`src/rtl/bl_mmu_pkg.sv`:
```
package bl_mmu_pkg;
    typedef enum logic {
        MODE_PRIV = 1'b0,
        MODE_USER = 1'b1
    } mmu_mode_e;

    typedef enum logic {
        SEL_BASE  = 1'b0,
        SEL_LIMIT = 1'b1
    } cfg_sel_e;
endpackage

```
`src/rtl/bl_mmu_regs.sv`:
```
module bl_mmu_regs
    import bl_mmu_pkg::*;
#(
    parameter int AW = 16,
    parameter int PW = 20
) (
    input  logic          clk,
    input  logic          rst_n,
    input  mmu_mode_e     mode,
    input  logic          we,
    input  cfg_sel_e      sel,
    input  logic [PW-1:0] wdata,
    output logic [PW-1:0] base_q,
    output logic [AW-1:0] limit_q,
    output logic          viol_q
);
    logic allowed;

    always_comb begin
        allowed = we && (mode == MODE_PRIV);
    end

    always_ff @(posedge clk) begin
        if (!rst_n) begin
            base_q  <= '0;
            limit_q <= '0;
            viol_q  <= 1'b0;
        end else begin
            viol_q <= we && (mode == MODE_USER);
            if (allowed) begin
                unique case (sel)
                    SEL_BASE:  base_q  <= wdata;
                    SEL_LIMIT: limit_q <= wdata[AW-1:0];
                endcase
            end
        end
    end

    AST_USER_WRITE_KEEPS: assert property (@(posedge clk) disable iff (!rst_n)
        $past(we && mode == MODE_USER) |-> ($stable(base_q) && $stable(limit_q)));
    AST_VIOL_ONLY_ON_WRITE: assert property (@(posedge clk) disable iff (!rst_n)
        viol_q |-> $past(we));
endmodule

```
`src/rtl/bl_mmu_xlate.sv`:
```
module bl_mmu_xlate
    import bl_mmu_pkg::*;
#(
    parameter int AW = 16,
    parameter int PW = 20
) (
    input  logic          clk,
    input  logic          rst_n,
    input  mmu_mode_e     mode,
    input  logic          req_valid,
    input  logic          req_write,
    input  logic [AW-1:0] req_addr,
    input  logic [PW-1:0] base,
    input  logic [AW-1:0] limit,
    output logic          mem_valid,
    output logic          mem_write,
    output logic [PW-1:0] mem_addr,
    output logic          fault,
    output logic [AW-1:0] fault_addr
);
    localparam int EXT = PW - AW;

    logic [PW-1:0] addr_ext;
    logic [PW-1:0] reloc;
    logic          over;
    logic          is_user;

    // comparison and addition are independent paths, evaluated side by side
    always_comb begin
        addr_ext = {{EXT{1'b0}}, req_addr};
        reloc    = addr_ext + base;
        over     = req_addr > limit;
        is_user  = (mode == MODE_USER);
    end

    always_ff @(posedge clk) begin
        if (!rst_n) begin
            mem_valid  <= 1'b0;
            mem_write  <= 1'b0;
            mem_addr   <= '0;
            fault      <= 1'b0;
            fault_addr <= '0;
        end else begin
            mem_valid  <= req_valid && !(is_user && over);
            mem_write  <= req_valid && req_write;
            mem_addr   <= is_user ? reloc : addr_ext;
            fault      <= req_valid && is_user && over;
            fault_addr <= (req_valid && is_user && over) ? req_addr : '0;
        end
    end

    AST_FAULT_NOT_FORWARDED: assert property (@(posedge clk) disable iff (!rst_n)
        !(fault && mem_valid));
    AST_PRIV_NEVER_FAULTS: assert property (@(posedge clk) disable iff (!rst_n)
        $past(mode == MODE_PRIV) |-> !fault);
    AST_AT_LIMIT_PASSES: assert property (@(posedge clk) disable iff (!rst_n)
        $past(req_valid && mode == MODE_USER && req_addr == limit) |-> mem_valid);
    AST_ONE_RESPONSE: assert property (@(posedge clk) disable iff (!rst_n)
        $past(req_valid) |-> $onehot({mem_valid, fault}));
    AST_NO_STRAY_RESPONSE: assert property (@(posedge clk) disable iff (!rst_n)
        !$past(req_valid) |-> !(mem_valid || fault));
endmodule

```
`src/rtl/bl_mmu_top.sv`:
```
module bl_mmu_top
    import bl_mmu_pkg::*;
#(
    parameter int AW = 16,
    parameter int PW = 20
) (
    input  logic          clk,
    input  logic          rst_n,
    input  logic          mode_set,
    input  logic          mode_user,
    input  logic          req_valid,
    input  logic          req_write,
    input  logic [AW-1:0] req_addr,
    input  logic          cfg_we,
    input  logic          cfg_sel,
    input  logic [PW-1:0] cfg_wdata,
    output logic          mem_valid,
    output logic          mem_write,
    output logic [PW-1:0] mem_addr,
    output logic          fault,
    output logic [AW-1:0] fault_addr,
    output logic          priv_viol,
    output logic [PW-1:0] base_out,
    output logic [AW-1:0] limit_out
);
    mmu_mode_e state, state_nx;
    cfg_sel_e  sel_e;

    always_ff @(posedge clk) begin
        if (!rst_n) state <= MODE_PRIV;
        else        state <= state_nx;
    end

    always_comb begin
        state_nx = state;
        unique case (state)
            MODE_PRIV: if (mode_set && mode_user)  state_nx = MODE_USER; // PRIV_TO_USER
            MODE_USER: if (mode_set && !mode_user) state_nx = MODE_PRIV; // USER_TO_PRIV
        endcase
        sel_e = cfg_sel_e'(cfg_sel);
    end

    bl_mmu_regs #(.AW(AW), .PW(PW)) regs_i (
        .clk     (clk),
        .rst_n   (rst_n),
        .mode    (state),
        .we      (cfg_we),
        .sel     (sel_e),
        .wdata   (cfg_wdata),
        .base_q  (base_out),
        .limit_q (limit_out),
        .viol_q  (priv_viol)
    );

    bl_mmu_xlate #(.AW(AW), .PW(PW)) xlate_i (
        .clk        (clk),
        .rst_n      (rst_n),
        .mode       (state),
        .req_valid  (req_valid),
        .req_write  (req_write),
        .req_addr   (req_addr),
        .base       (base_out),
        .limit      (limit_out),
        .mem_valid  (mem_valid),
        .mem_write  (mem_write),
        .mem_addr   (mem_addr),
        .fault      (fault),
        .fault_addr (fault_addr)
    );

    AST_MODE_ENTER_USER: assert property (@(posedge clk) disable iff (!rst_n)
        (mode_set && mode_user) |=> (state == MODE_USER));
    AST_MODE_ENTER_PRIV: assert property (@(posedge clk) disable iff (!rst_n)
        (mode_set && !mode_user) |=> (state == MODE_PRIV));
    AST_MODE_HOLDS: assert property (@(posedge clk) disable iff (!rst_n)
        !mode_set |=> $stable(state));
endmodule

```
`config.mk`:
```
export PLATFORM = sky130hd
export DESIGN_NAME = bl_mmu_top
export DESIGN_NICKNAME = d
export VERILOG_FILES = /design/src/rtl/bl_mmu_pkg.sv /design/src/rtl/bl_mmu_regs.sv /design/src/rtl/bl_mmu_xlate.sv /design/src/rtl/bl_mmu_top.sv
export SDC_FILE = /design/constraint.sdc
export NUM_CORES = 1
export LEC_CHECK = 0
export BUFFER_PORTS_ARGS = -buffer_cell sky130_fd_sc_hd__buf_2
export CORE_MARGIN = 2
export CORE_UTILIZATION = 48
export CTS_BUF_LIST = sky130_fd_sc_hd__clkbuf_4 sky130_fd_sc_hd__clkbuf_8
export DETAILED_ROUTE_END_ITERATION = 10
export MAX_ROUTING_LAYER = met4
export PLACE_DENSITY = 0.79
export SYNTH_ARGS = -nofsm -noshare
export SYNTH_HDL_FRONTEND = slang
export SYNTH_SLANG_ARGS = --single-unit
export TNS_END_PERCENT = 10
```
`constraint.sdc`:
```
create_clock -name clk -period 2.4 [get_ports clk]
set_input_delay 0.24 -clock clk [delete_from_list [all_inputs] [get_ports clk]]
set_output_delay 0.24 -clock clk [all_outputs]
set_load 0.01 [all_outputs]
```
==> summary.md, run 1 <==
| Metric | Value |
|---|---|
| Post-synth EDFFs | 0 |
| Area share of xor/xnor cells in the synthesized design | 1.51% |
| Root buf cell | clkbuf_8 |
| Cell row count | 33 |
| Yosys top cell area share | 38.0% |
| Hold Path Stages | 2 |
| Wirelength, routed | 10900 µm |
| Syn_nets | 554 |
| Grt total ovfl | 0 |
| Maximum VDD drop | 0.353 mV |
| CTS tree | yes |
| Multiplexer area fraction after synthesis | 1.97% |
| Core Util, Final | 60.6% |
| CP required | 2.64 ns |
| Setup Fix Bufs, Post-CTS | 0 |
| Share of cells above drive strength 1 | 26.8% |
| Synth top area cells | dfxtp_1 38%, ha_1 9.9%, nand2_1 7.7%, a21boi_0 6.5%, a21oi_1 4.3% |
| Worst-margin pin slew | 0.810 ns |
| Critical path peak fanout | 3 |
| Clock skew | 0.0131 ns |
| Wire length per cell | 15.5 µm |
| Largest net degree at the start of global routing | 38 |
| Worst Hold End | xlate_i.mem_write |
| Io pins | 120 |
| Setup_tns | 0 ns |
| # nets final | 669 |
| Simple-gate share of the synthesized area | 20.7% |
| Critical path cell sequence | ha_2 -> fa_2 -> a211oi_2 -> o21bai_1 -> o211a_1 -> a311o_1 -> mux2i_1 -> a31o_2 |
| Height of the die | 95.9 µm |
| Area fraction in compound gates after synthesis | 22.2% |
| DRT antenna net count | 0 |
| Initial antenna violation count | 0 |
| Sequential area share after synthesis | 38.0% |
| TritonCTS Sinks | 77 |
| Final period utilization | 96.8% |
| Adder-cell share of the synthesized area | 10.4% |
| DR iter-0 viols | 187 |
| TritonRoute pass-1 iters | 4 |
| Die ar. | 9200 µm² |
| Vias in the first global route | 3460 |
| Worst reg2reg path endpoint | xlate_i.mem_addr[12] |
| Ys async rst share | 0% |
| Starting Density | 49.4% |
| Vias post-DR | 3827 |
| Post-synth top area cell | dfxtp_1 |
| Static leakage | 2.32 nW |
| Kind of critical path | flip-flop to flip-flop |
| Final setup viols | 0 |
| Synthesis Warnings | 0 |
| Critical path's slowest cell | a311o_1 |
| Most common cell in the netlist | nand2_1 |
| Cell count after synthesis | 477 |
| Slew HR | 45.9% |
| Top cells by count, synth | 83 x nand2_1, 77 x dfxtp_1, 35 x a21boi_0, 35 x a21oi_1, 32 x ha_1 |
| Fin. max-slew vios | 0 |
| Worst hold start | req_valid |
| Maximum clock insertion buffer count | 2 |
| Hold WS | 0.122 ns |
| #FFs+latches synth | 77 |
| Chip Width | 95.9 µm |
| Drt drc | 0 |
| CTS H-tree depth | 3 |
| Num CTS Buffers | 9 |
| Arr. time, crit path | 2.56 ns |
| Multi-input gate area | 2320 µm² |
| Worst hold path class | input port to flip-flop |
| Unique masters post-synth | 54 |
| Max Clk Rate | 0.430 GHz |
| Core Area | 8220 µm² |
| Clock latency on the worst-skew pair | 0.35 ns |
| Reg area | 1540 µm² |
| Clk pin slew, worst setup/hold paths | 0.09 ns |
| Top_reg_cell synth | dfxtp_1 |
| Critical path endpoint category | flip-flop |
| Tmin final | 2.32 ns |
| First-pass GRT wire length | 16800 µm |
| Final Hold Viols | 0 |
| I/O Buffers | 119 |
| Fillers | 746 |
| CP startpoint kind | flip-flop |
| Main combinational cell family by area after synthesis | compound AO/OA/AOI/OAI gates |
| Pwr dens | 613 nW/µm² |
| Area growth syn-to-layout | 22.8% |
| Aggregate global-route resource usage | 24.2% |
| Maxcap violations | 0 |
| Final standard cell area without fillers | 4980 µm² |
| Reg2Reg Depth | 8 |
| Status | complete, no violations |
| Placement Cell Area | 4720 µm² |
| Placer's final routability congestion estimate | 0.864 |
| Internal reg-to-reg setup slack | 0.08 ns |
| Final total power | 3.05 mW |
| Vias per cell | 5.45 |
| RSZ-0062 raised after global routing | no |
| Synthesized area | 4060 µm² |
| Hpwl dp | 8360 µm |
| CP peak stage delay | 0.37 ns |
| Hold-fix buffers at CTS | 0 |
| Startpoint of the worst register-to-register path | regs_i.base_q[0] |
| Avg Synthesized Cell Area | 8.50 µm² |
| Ant diodes | 0 |
==> cell usage in the layout, fill, tap and decap left out, types with 9 or more instances in the layout <==
master | synthesis | final
a21boi_0 | 35 | 35
a21o_1 | 14 | 14
a21oi_1 | 35 | 35
buf_2 | 0 | 119
buf_4 | 1 | 10
clkbuf_8 | 3 | 9
dfxtp_1 | 77 | 77
ha_1 | 32 | 31
inv_1 | 19 | 19
nand2_1 | 83 | 83
nand3_1 | 31 | 31
nor2_1 | 21 | 20
nor2b_1 | 9 | 9
o21ai_0 | 10 | 10
==> state kept, by name, indices dropped and copies added, names as in the netlist, named ones only <==
name	count
xlate_i.fault	1
regs_i.viol_q	1
regs_i.base_q	20
xlate_i.fault_addr	16
xlate_i.mem_valid	1
xlate_i.mem_write	1
xlate_i.mem_addr	20
regs_i.limit_q	16
==> power by group <==
| part | switching, mW | leakage [nW] | internal (mW) |
|---|---|---|---|
| registers | 0.0348 | 0.630 | 1.33 |
| logic | 0.310 | 1.57 | 0.217 |
| clock network | 0.472 | 0.123 | 0.687 |
==> per-stage QoR <==
| step | worst slack (ns) | instances |
|---|---|---|
| global placement | 0.0259 | 686 |
| global route | 0.0130 | 702 |
| CTS | 0.00458 | 702 |
| detailed placement | -0.0669 | 686 |
| floorplan | 0.0760 | 477 |
| finish | 0.0759 | 702 |
==> cells by family after synthesis <==
| kind of cell | after synthesis |
|---|---|
| simple gates | 178 |
| compound gates | 129 |
| flops | 77 |
| buf+inv | 45 |
| fa+ha+maj | 33 |
| mux | 8 |
| xor+xnor | 7 |
==> area by class of cell <==
class,instances,area share [%]
Multi-Input combinational cell,355,46.7
Clock buffer,9,2.49
Timing Repair Buffer,129,13.5
Sequential cell,77,31.0
Clock inverter,7,2.29
Tap cell,105,2.64
Inverter,20,1.51
==> repair_timing <==
action,CTS,global route
endpoints found under the setup margin,2,8
gates resized for setup,1,3
pin swaps,2,2
==> routing by layer <==
layer | vias up | share of wire, % | track usage, % | wire (µm)
li1 | 1907 | - | - | -
met1 | 1785 | 48 | 33.2 | 5190
met2 | 112 | 45 | 35.7 | 4850
met3 | 23 | 5.1 | 3.84 | 551
met4 | 0 | 2.5 | 9.64 | 271
met5 | - | 0 | - | 0
==> worst max-delay path by stage <==
stage          slack, ns                    to             start  cells after the start
2_1_floorplan       0.08  xlate_i.mem_addr[12]  regs_i.base_q[0]                      8
3_3_place_gp        0.03  xlate_i.mem_addr[12]       req_addr[0]                      9
3_5_place_dp       -0.07  xlate_i.mem_addr[18]       req_addr[0]                     10
4_1_cts            0.005  xlate_i.mem_addr[12]  regs_i.base_q[0]                      8
5_1_grt             0.01  xlate_i.mem_addr[12]  regs_i.base_q[0]                      8
6_report            0.08  xlate_i.mem_addr[12]  regs_i.base_q[0]                      8
==> critical path, delay by kind of cell, from the launching register on <==
kind / cells / cell delay (ns)
AO/OA/AOI/OAI: 5 / 1.21
adder cells (fa/ha/maj): 2 / 0.55
flip-flops: 1 / 0.33
multiplexers: 1 / 0.13
No activity file was read; power rests on OpenSTA's default activity.
==> inputs of run 2 (changes only) <==
--- a/config.mk
+++ b/config.mk
@@ -11,7 +11,7 @@
 export CTS_BUF_LIST = sky130_fd_sc_hd__clkbuf_4 sky130_fd_sc_hd__clkbuf_8
 export DETAILED_ROUTE_END_ITERATION = 10
 export MAX_ROUTING_LAYER = met4
-export PLACE_DENSITY = 0.79
+export PLACE_DENSITY = 0.76
 export SYNTH_ARGS = -nofsm -noshare
 export SYNTH_HDL_FRONTEND = slang
 export SYNTH_SLANG_ARGS = --single-unit
==> constraint.sdc (replaced) <==
create_clock -name clk -period 2.2 [get_ports clk]
set_input_delay 0.22 -clock clk [delete_from_list [all_inputs] [get_ports clk]]
set_output_delay 0.22 -clock clk [all_outputs]
set_load 0.1 [all_outputs]
==> summary.md, run 2 (same netlist as run 1, synthesis figures left out) <==
| Metric | Value |
|---|---|
| Status | finished with violations (was complete, no violations) |
| Failing checks | negative setup slack |
| Setup Fix Bufs, Post-CTS | 0 (unchanged) |
| Largest net degree at the start of global routing | 36 (was 38) |
| Drt drc | 0 (unchanged) |
| CTS tree | yes (unchanged) |
| Clock skew | 0.0101 ns (was 0.0131 ns) |
| Hpwl dp | 8800 µm (was 8360 µm) |
| TritonCTS Sinks | 77 (unchanged) |
| Met2 wire len | 4970 µm (was 4850 µm) |
| Pwr dens | 687 nW/µm² (was 613 nW/µm²) |
| Cell row count | 33 (unchanged) |
| Leading cell type in the layout, fill and taps excluded | buf_2 (unchanged) |
| Grt total ovfl | 0 (unchanged) |
| Crit path capture | xlate_i.mem_addr[18] (was xlate_i.mem_addr[12]) |
| DRT antenna net count | 0 (unchanged) |
| Wl on met1 | 5450 µm (was 5190 µm) |
| Area growth syn-to-layout | 25.8% (was 22.8%) |
| Height of the die | 95.9 µm (unchanged) |
| Maxcap violations | 0 (unchanged) |
| Ant diodes | 0 (unchanged) |
| DR iter-0 viols | 153 (was 187) |
| Chip Width | 95.9 µm (unchanged) |
| CP startpoint kind | flip-flop (unchanged) |
| Multi-input gate area | 2340 µm² (was 2320 µm²) |
| Vias post-DR | 3848 (was 3827) |
| Worst reg2reg path endpoint | xlate_i.mem_addr[18] (was xlate_i.mem_addr[12]) |
| Clk pin slew, worst setup/hold paths | 0.08 ns (was 0.09 ns) |
| Final Hold Viols | 0 (unchanged) |
| Final total power | 3.50 mW (was 3.05 mW) |
| Placer's final routability congestion estimate | 0.886 (was 0.864) |
| Slew HR | 55.1% (was 45.9%) |
| CP required | 2.44 ns (was 2.64 ns) |
| Worst-margin pin slew | 0.672 ns (was 0.810 ns) |
| Fin. max-slew vios | 0 (unchanged) |
| Wire length per cell | 15.6 µm (was 15.5 µm) |
| Final setup viols | 2 (was 0) |
| Startpoint of the worst register-to-register path | regs_i.base_q[0] (unchanged) |
| Aggregate global-route resource usage | 25.3% (was 24.2%) |
| DR WL met3 | 615 µm (was 551 µm) |
| Max Clk Rate | 0.436 GHz (was 0.430 GHz) |
| Worst hold path class | input port to flip-flop (unchanged) |
| Final standard cell area without fillers | 5100 µm² (was 4980 µm²) |
| Critical path peak fanout | 3 (unchanged) |
| Reg area | 1600 µm² (was 1540 µm²) |
| Vias per cell | 5.38 (was 5.45) |
| Final period utilization | 104% (was 96.8%) |
| Static leakage | 2.37 nW (was 2.32 nW) |
| CTS H-tree depth | 3 (unchanged) |
| Fillers | 751 (was 746) |
| Placement Cell Area | 4890 µm² (was 4720 µm²) |
| I/O Buffers | 119 (unchanged) |
| Core Area | 8220 µm² (unchanged) |
| Tmin final | 2.29 ns (was 2.32 ns) |
| First-pass GRT wire length | 17500 µm (was 16800 µm) |
| Regs by FF count | regs_i.base_q (20), xlate_i.mem_addr (20) (unchanged) |
| Clock latency on the worst-skew pair | 0.35 ns (about the same) |
| Reg2Reg Depth | 9 (was 8) |
| # nets final | 682 (was 669) |
| Wirelength, routed | 11100 µm (was 10900 µm) |
| Worst setup margin | -0.0919 ns (was 0.0759 ns) |
| Kind of critical path | flip-flop to flip-flop (unchanged) |
| Maximum clock insertion buffer count | 2 (unchanged) |
| Io pins | 120 (unchanged) |
| Initial antenna violation count | 0 (unchanged) |
| Vias in the first global route | 3505 (was 3460) |
| RSZ-0062 raised after global routing | yes (was no) |
| Share of cells above drive strength 1 | 33.6% (was 26.8%) |
| Die ar. | 9200 µm² (unchanged) |
| Maximum VDD drop | 0.383 mV (was 0.353 mV) |
| TritonRoute pass-1 iters | 5 (was 4) |
| Num CTS Buffers | 9 (unchanged) |
| Critical path endpoint category | flip-flop (unchanged) |
| DR top layer | met4 (unchanged) |
| Crit. Startpoint | regs_i.base_q[0] (unchanged) |
| Internal reg-to-reg setup slack | -0.09 ns (was 0.08 ns) |
| Most frequent cells in the layout | 119 x buf_2, 83 x nand2_1, 47 x dfxtp_1, 35 x a21oi_1, 35 x a21boi_0 (was 119 x buf_2, 83 x nand2_1, 77 x dfxtp_1, 35 x a21oi_1, 35 x a21boi_0) |
| Starting Density | 49.4% (unchanged) |
| Hold-fix buffers at CTS | 0 (unchanged) |
| Arr. time, crit path | 2.54 ns (was 2.56 ns) |
| Root buf cell | clkbuf_8 (unchanged) |
-- run 2: cell types whose count changed in the layout (fill, tap and decap cells not counted), moves of 3 or more --
cell       before  now
buf_4          10   23
bufinv_16       3    0
clkinv_2        3    0
dfxtp_1        77   47
dfxtp_2         0   21
dfxtp_4         0    9
-- run 2: worst max-delay path, cell delays in order (launching register included) --
cell      delay [ns]
dfxtp_4         0.36
ha_4            0.16
fa_2            0.34
a211oi_2        0.22
o21bai_1        0.13
buf_4           0.16
o2111a_1        0.27
o211ai_1        0.28
a21oi_1         0.13
mux2i_1         0.13
-- run 2: how the worst min path moves through the flow --
stage                                 start                end  slack, ns  cells past startpoint
final                             req_valid  xlate_i.mem_write        0.1                      2
after global routing           cfg_wdata[5]  regs_i.limit_q[5]        0.1                      3
after CTS                         req_valid  xlate_i.mem_write       0.09                      2
after detailed placement  regs_i.limit_q[2]  regs_i.limit_q[2]       0.46                      2
after global placement    regs_i.limit_q[7]  regs_i.limit_q[7]       0.45                      2
after floorplan                cfg_wdata[7]  regs_i.limit_q[7]       0.35                      2
-- run 2: power breakdown --
part	switching, mW	total, mW	internal (mW)
combinational	0.752	1.01	0.255
clock	0.518	1.01	0.489
sequential	0.0382	1.49	1.45
total	1.31	3.50	2.20
-- run 2: repair_timing --
item | CTS | global route
resized for setup | 2 | 2
pin swaps | 2 | 1
endpoints found under the hold margin | 0 | 0
setup endpoints to repair | 5 | 6
-- run 2: layer usage --
metal	GRT usage [%]	vias up
met4	5.95	0
li1	-	1935
met2	38.7	122
met1	34.5	1782
met5	-	-
met3	5.01	9
-- run 2: layout make-up --
type | count | share of cell area [%]
clock inverters | 4 | 0.589
multi-input cells | 355 | 45.8
repair buffers | 142 | 15.1
inverters | 20 | 1.47
well taps | 105 | 2.58
flip-flops and latches | 77 | 31.4
clock buffers | 12 | 3.12
-- run 2: per-stage QoR --
step | setup TNS [ns] | util, % | instances | hold WS (ns) | worst slack, ns
2_1_floorplan | -0.385 | - | 477 | 0.347 | -0.170
3_3_place_gp | -0.182 | 59.5 | 699 | 0.451 | -0.0697
3_5_place_dp | -0.324 | 59.5 | 699 | 0.459 | -0.119
4_1_cts | -0.110 | 61.9 | 715 | 0.0945 | -0.0767
5_1_grt | -0.575 | 62.1 | 715 | 0.0954 | -0.215
6_report | -0.142 | 62.1 | 715 | 0.0993 | -0.0919
==> inputs of run 3 (changes only) <==
--- a/config.mk
+++ b/config.mk
@@ -6,11 +6,11 @@
 export NUM_CORES = 1
 export LEC_CHECK = 0
 export BUFFER_PORTS_ARGS = -buffer_cell sky130_fd_sc_hd__buf_2
+export CAP_MARGIN = 20
 export CORE_MARGIN = 2
 export CORE_UTILIZATION = 48
 export CTS_BUF_LIST = sky130_fd_sc_hd__clkbuf_4 sky130_fd_sc_hd__clkbuf_8
 export DETAILED_ROUTE_END_ITERATION = 10
-export MAX_ROUTING_LAYER = met4
 export PLACE_DENSITY = 0.76
 export SYNTH_ARGS = -nofsm -noshare
 export SYNTH_HDL_FRONTEND = slang
==> summary.md, run 3 (same netlist as run 1, synthesis figures left out) <==
| Metric | Value |
|---|---|
| Status | finished with violations (unchanged) |
| Failing checks | negative setup slack (unchanged) |
| Share of cells above drive strength 1 | 33.9% (was 33.6%) |
| Internal reg-to-reg setup slack | -0.18 ns (was -0.09 ns) |
| Hold-fix buffers at CTS | 0 (unchanged) |
| Most frequent cells in the layout | 119 x buf_2, 83 x nand2_1, 47 x dfxtp_1, 35 x a21oi_1, 35 x a21boi_0 (unchanged) |
| Tmin final | 2.38 ns (was 2.29 ns) |
| Leading cell type in the layout, fill and taps excluded | buf_2 (unchanged) |
| Core Area | 8220 µm² (unchanged) |
| Maximum VDD drop | 0.321 mV (was 0.383 mV) |
| Area growth syn-to-layout | 27.0% (was 25.8%) |
| Kind of critical path | flip-flop to flip-flop (unchanged) |
| DRT antenna net count | 0 (unchanged) |
| Root buf cell | clkbuf_8 (unchanged) |
| RSZ-0062 raised after global routing | yes (unchanged) |
| Vias per cell | 5.39 (was 5.38) |
| Vias in the first global route | 3523 (was 3505) |
| Height of the die | 95.9 µm (unchanged) |
| Regs by FF count | regs_i.base_q (20), xlate_i.mem_addr (20) (unchanged) |
| Worst setup margin | -0.178 ns (was -0.0919 ns) |
| Hold Path Stages | 2 (unchanged) |
| Final Hold Viols | 0 (unchanged) |
| Final period utilization | 108% (was 104%) |
| Worst hold start | req_valid (unchanged) |
| Fin. max-slew vios | 0 (unchanged) |
| Starting Density | 49.4% (unchanged) |
| Clock latency on the worst-skew pair | 0.36 ns (was 0.35 ns) |
| Grt total ovfl | 0 (unchanged) |
| Critical path endpoint category | flip-flop (unchanged) |
| CTS tree | yes (unchanged) |
| Worst Hold End | xlate_i.mem_write (unchanged) |
| Static leakage | 2.39 nW (was 2.37 nW) |
| Aggregate global-route resource usage | 24.9% (was 25.3%) |
| Placement Cell Area | 4870 µm² (was 4890 µm²) |
| Chip Width | 95.9 µm (unchanged) |
| Max Clk Rate | 0.420 GHz (was 0.436 GHz) |
| Placer's final routability congestion estimate | 0.863 (was 0.886) |
| Ant diodes | 0 (unchanged) |
| CP startpoint kind | flip-flop (unchanged) |
| Hpwl dp | 8860 µm (was 8800 µm) |
| Wirelength, routed | 11300 µm (was 11100 µm) |
| Critical path peak fanout | 2 (was 3) |
| Initial antenna violation count | 0 (unchanged) |
| Arr. time, crit path | 2.62 ns (was 2.54 ns) |
| Hold WS | 0.0993 ns (about the same) |
| Largest net degree at the start of global routing | 39 (was 36) |
| TritonCTS Sinks | 77 (unchanged) |
| Clock skew | 0.0131 ns (was 0.0101 ns) |
| Io pins | 120 (unchanged) |
| CP required | 2.44 ns (about the same) |
| # nets final | 683 (was 682) |
| Final setup viols | 5 (was 2) |
| Num CTS Buffers | 9 (unchanged) |
| Clk pin slew, worst setup/hold paths | 0.08 ns (about the same) |
| Startpoint of the worst register-to-register path | regs_i.base_q[0] (unchanged) |
| DR iter-0 viols | 165 (was 153) |
| Worst reg2reg path endpoint | xlate_i.mem_addr[12] (was xlate_i.mem_addr[18]) |
| Worst hold path class | input port to flip-flop (unchanged) |
| CTS H-tree depth | 3 (unchanged) |
| First-pass GRT wire length | 17700 µm (was 17500 µm) |
| I/O Buffers | 119 (unchanged) |
| Maximum clock insertion buffer count | 2 (unchanged) |
| Pwr dens | 721 nW/µm² (was 687 nW/µm²) |
| TritonRoute pass-1 iters | 5 (unchanged) |
| Maxcap violations | 0 (unchanged) |
| Die ar. | 9200 µm² (unchanged) |
| Wire length per cell | 15.7 µm (was 15.6 µm) |
| Worst-margin pin slew | 0.652 ns (was 0.672 ns) |
| Vias post-DR | 3856 (was 3848) |
| Cell row count | 33 (unchanged) |
| Final standard cell area without fillers | 5150 µm² (was 5100 µm²) |
| Drt drc | 0 (unchanged) |
| Setup_tns | -0.518 ns (was -0.142 ns) |
| Reg2Reg Depth | 9 (unchanged) |
| Slew HR | 56.4% (was 55.1%) |
[run 3: worst max path at each step]
stage,startpoint,end
3_5_place_dp,req_addr[0],xlate_i.mem_addr[18]
3_3_place_gp,req_addr[0],xlate_i.mem_addr[12]
2_1_floorplan,regs_i.base_q[0],xlate_i.mem_addr[12]
5_1_grt,regs_i.base_q[0],xlate_i.mem_addr[18]
6_report,regs_i.base_q[0],xlate_i.mem_addr[12]
4_1_cts,regs_i.base_q[0],xlate_i.mem_addr[18]
[run 3: critical path: stages, from the launching register on]
cell and delay, ns:
dfxtp_4 0.36, ha_4 0.16, fa_2 0.37, a211oi_4 0.25, o21bai_1 0.14, buf_4 0.15, o211a_1 0.21, a311o_1 0.29
mux2i_1 0.13, a31o_2 0.22
[run 3: power breakdown]
part / switching (mW) / internal (mW) / total, mW / leakage [nW]
Clock: 0.527 / 0.687 / 1.21 / 0.117
Combinational: 0.752 / 0.256 / 1.01 / 1.63
Sequential: 0.0386 / 1.45 / 1.49 / 0.645
[run 3: repair_timing]
item,4_1_cts,5_1_grt
setup buffers,2,1
setup endpoints to repair,5,11
resized for setup,2,4
endpoints found under the hold margin,0,0
pin swaps,8,6
[run 3: cell type report]
cell class                      count  area, µm²
Clock inverter                      5       82.6
Inverter                           20       75.1
Tap cell                          105        131
Timing Repair Buffer              143        776
Clock buffer                       11        145
Multi-Input combinational cell    355       2340
Sequential cell                    77       1600
Fill cell                         733       3070
[run 3: metal layers]
layer,GRT usage (%),share of wire (%),up-vias
li1,-,-,1937
met1,34.6,47,1775
met2,38.9,44,128
met3,5.40,6.9,16
met4,7.14,2.0,0
met5,0,0,-
[run 3: through the flow]
stage                     util, %  instances  total power [mW]  setup WS (ns)
final                        62.7        716              3.71         -0.178
after global placement       59.3        697              2.50        -0.0575
after global routing         62.7        716              3.87         -0.234
after detailed placement     59.3        697              2.52         -0.153
after CTS                    62.4        715              3.73         -0.135
after floorplan                 -        477              2.29         -0.170
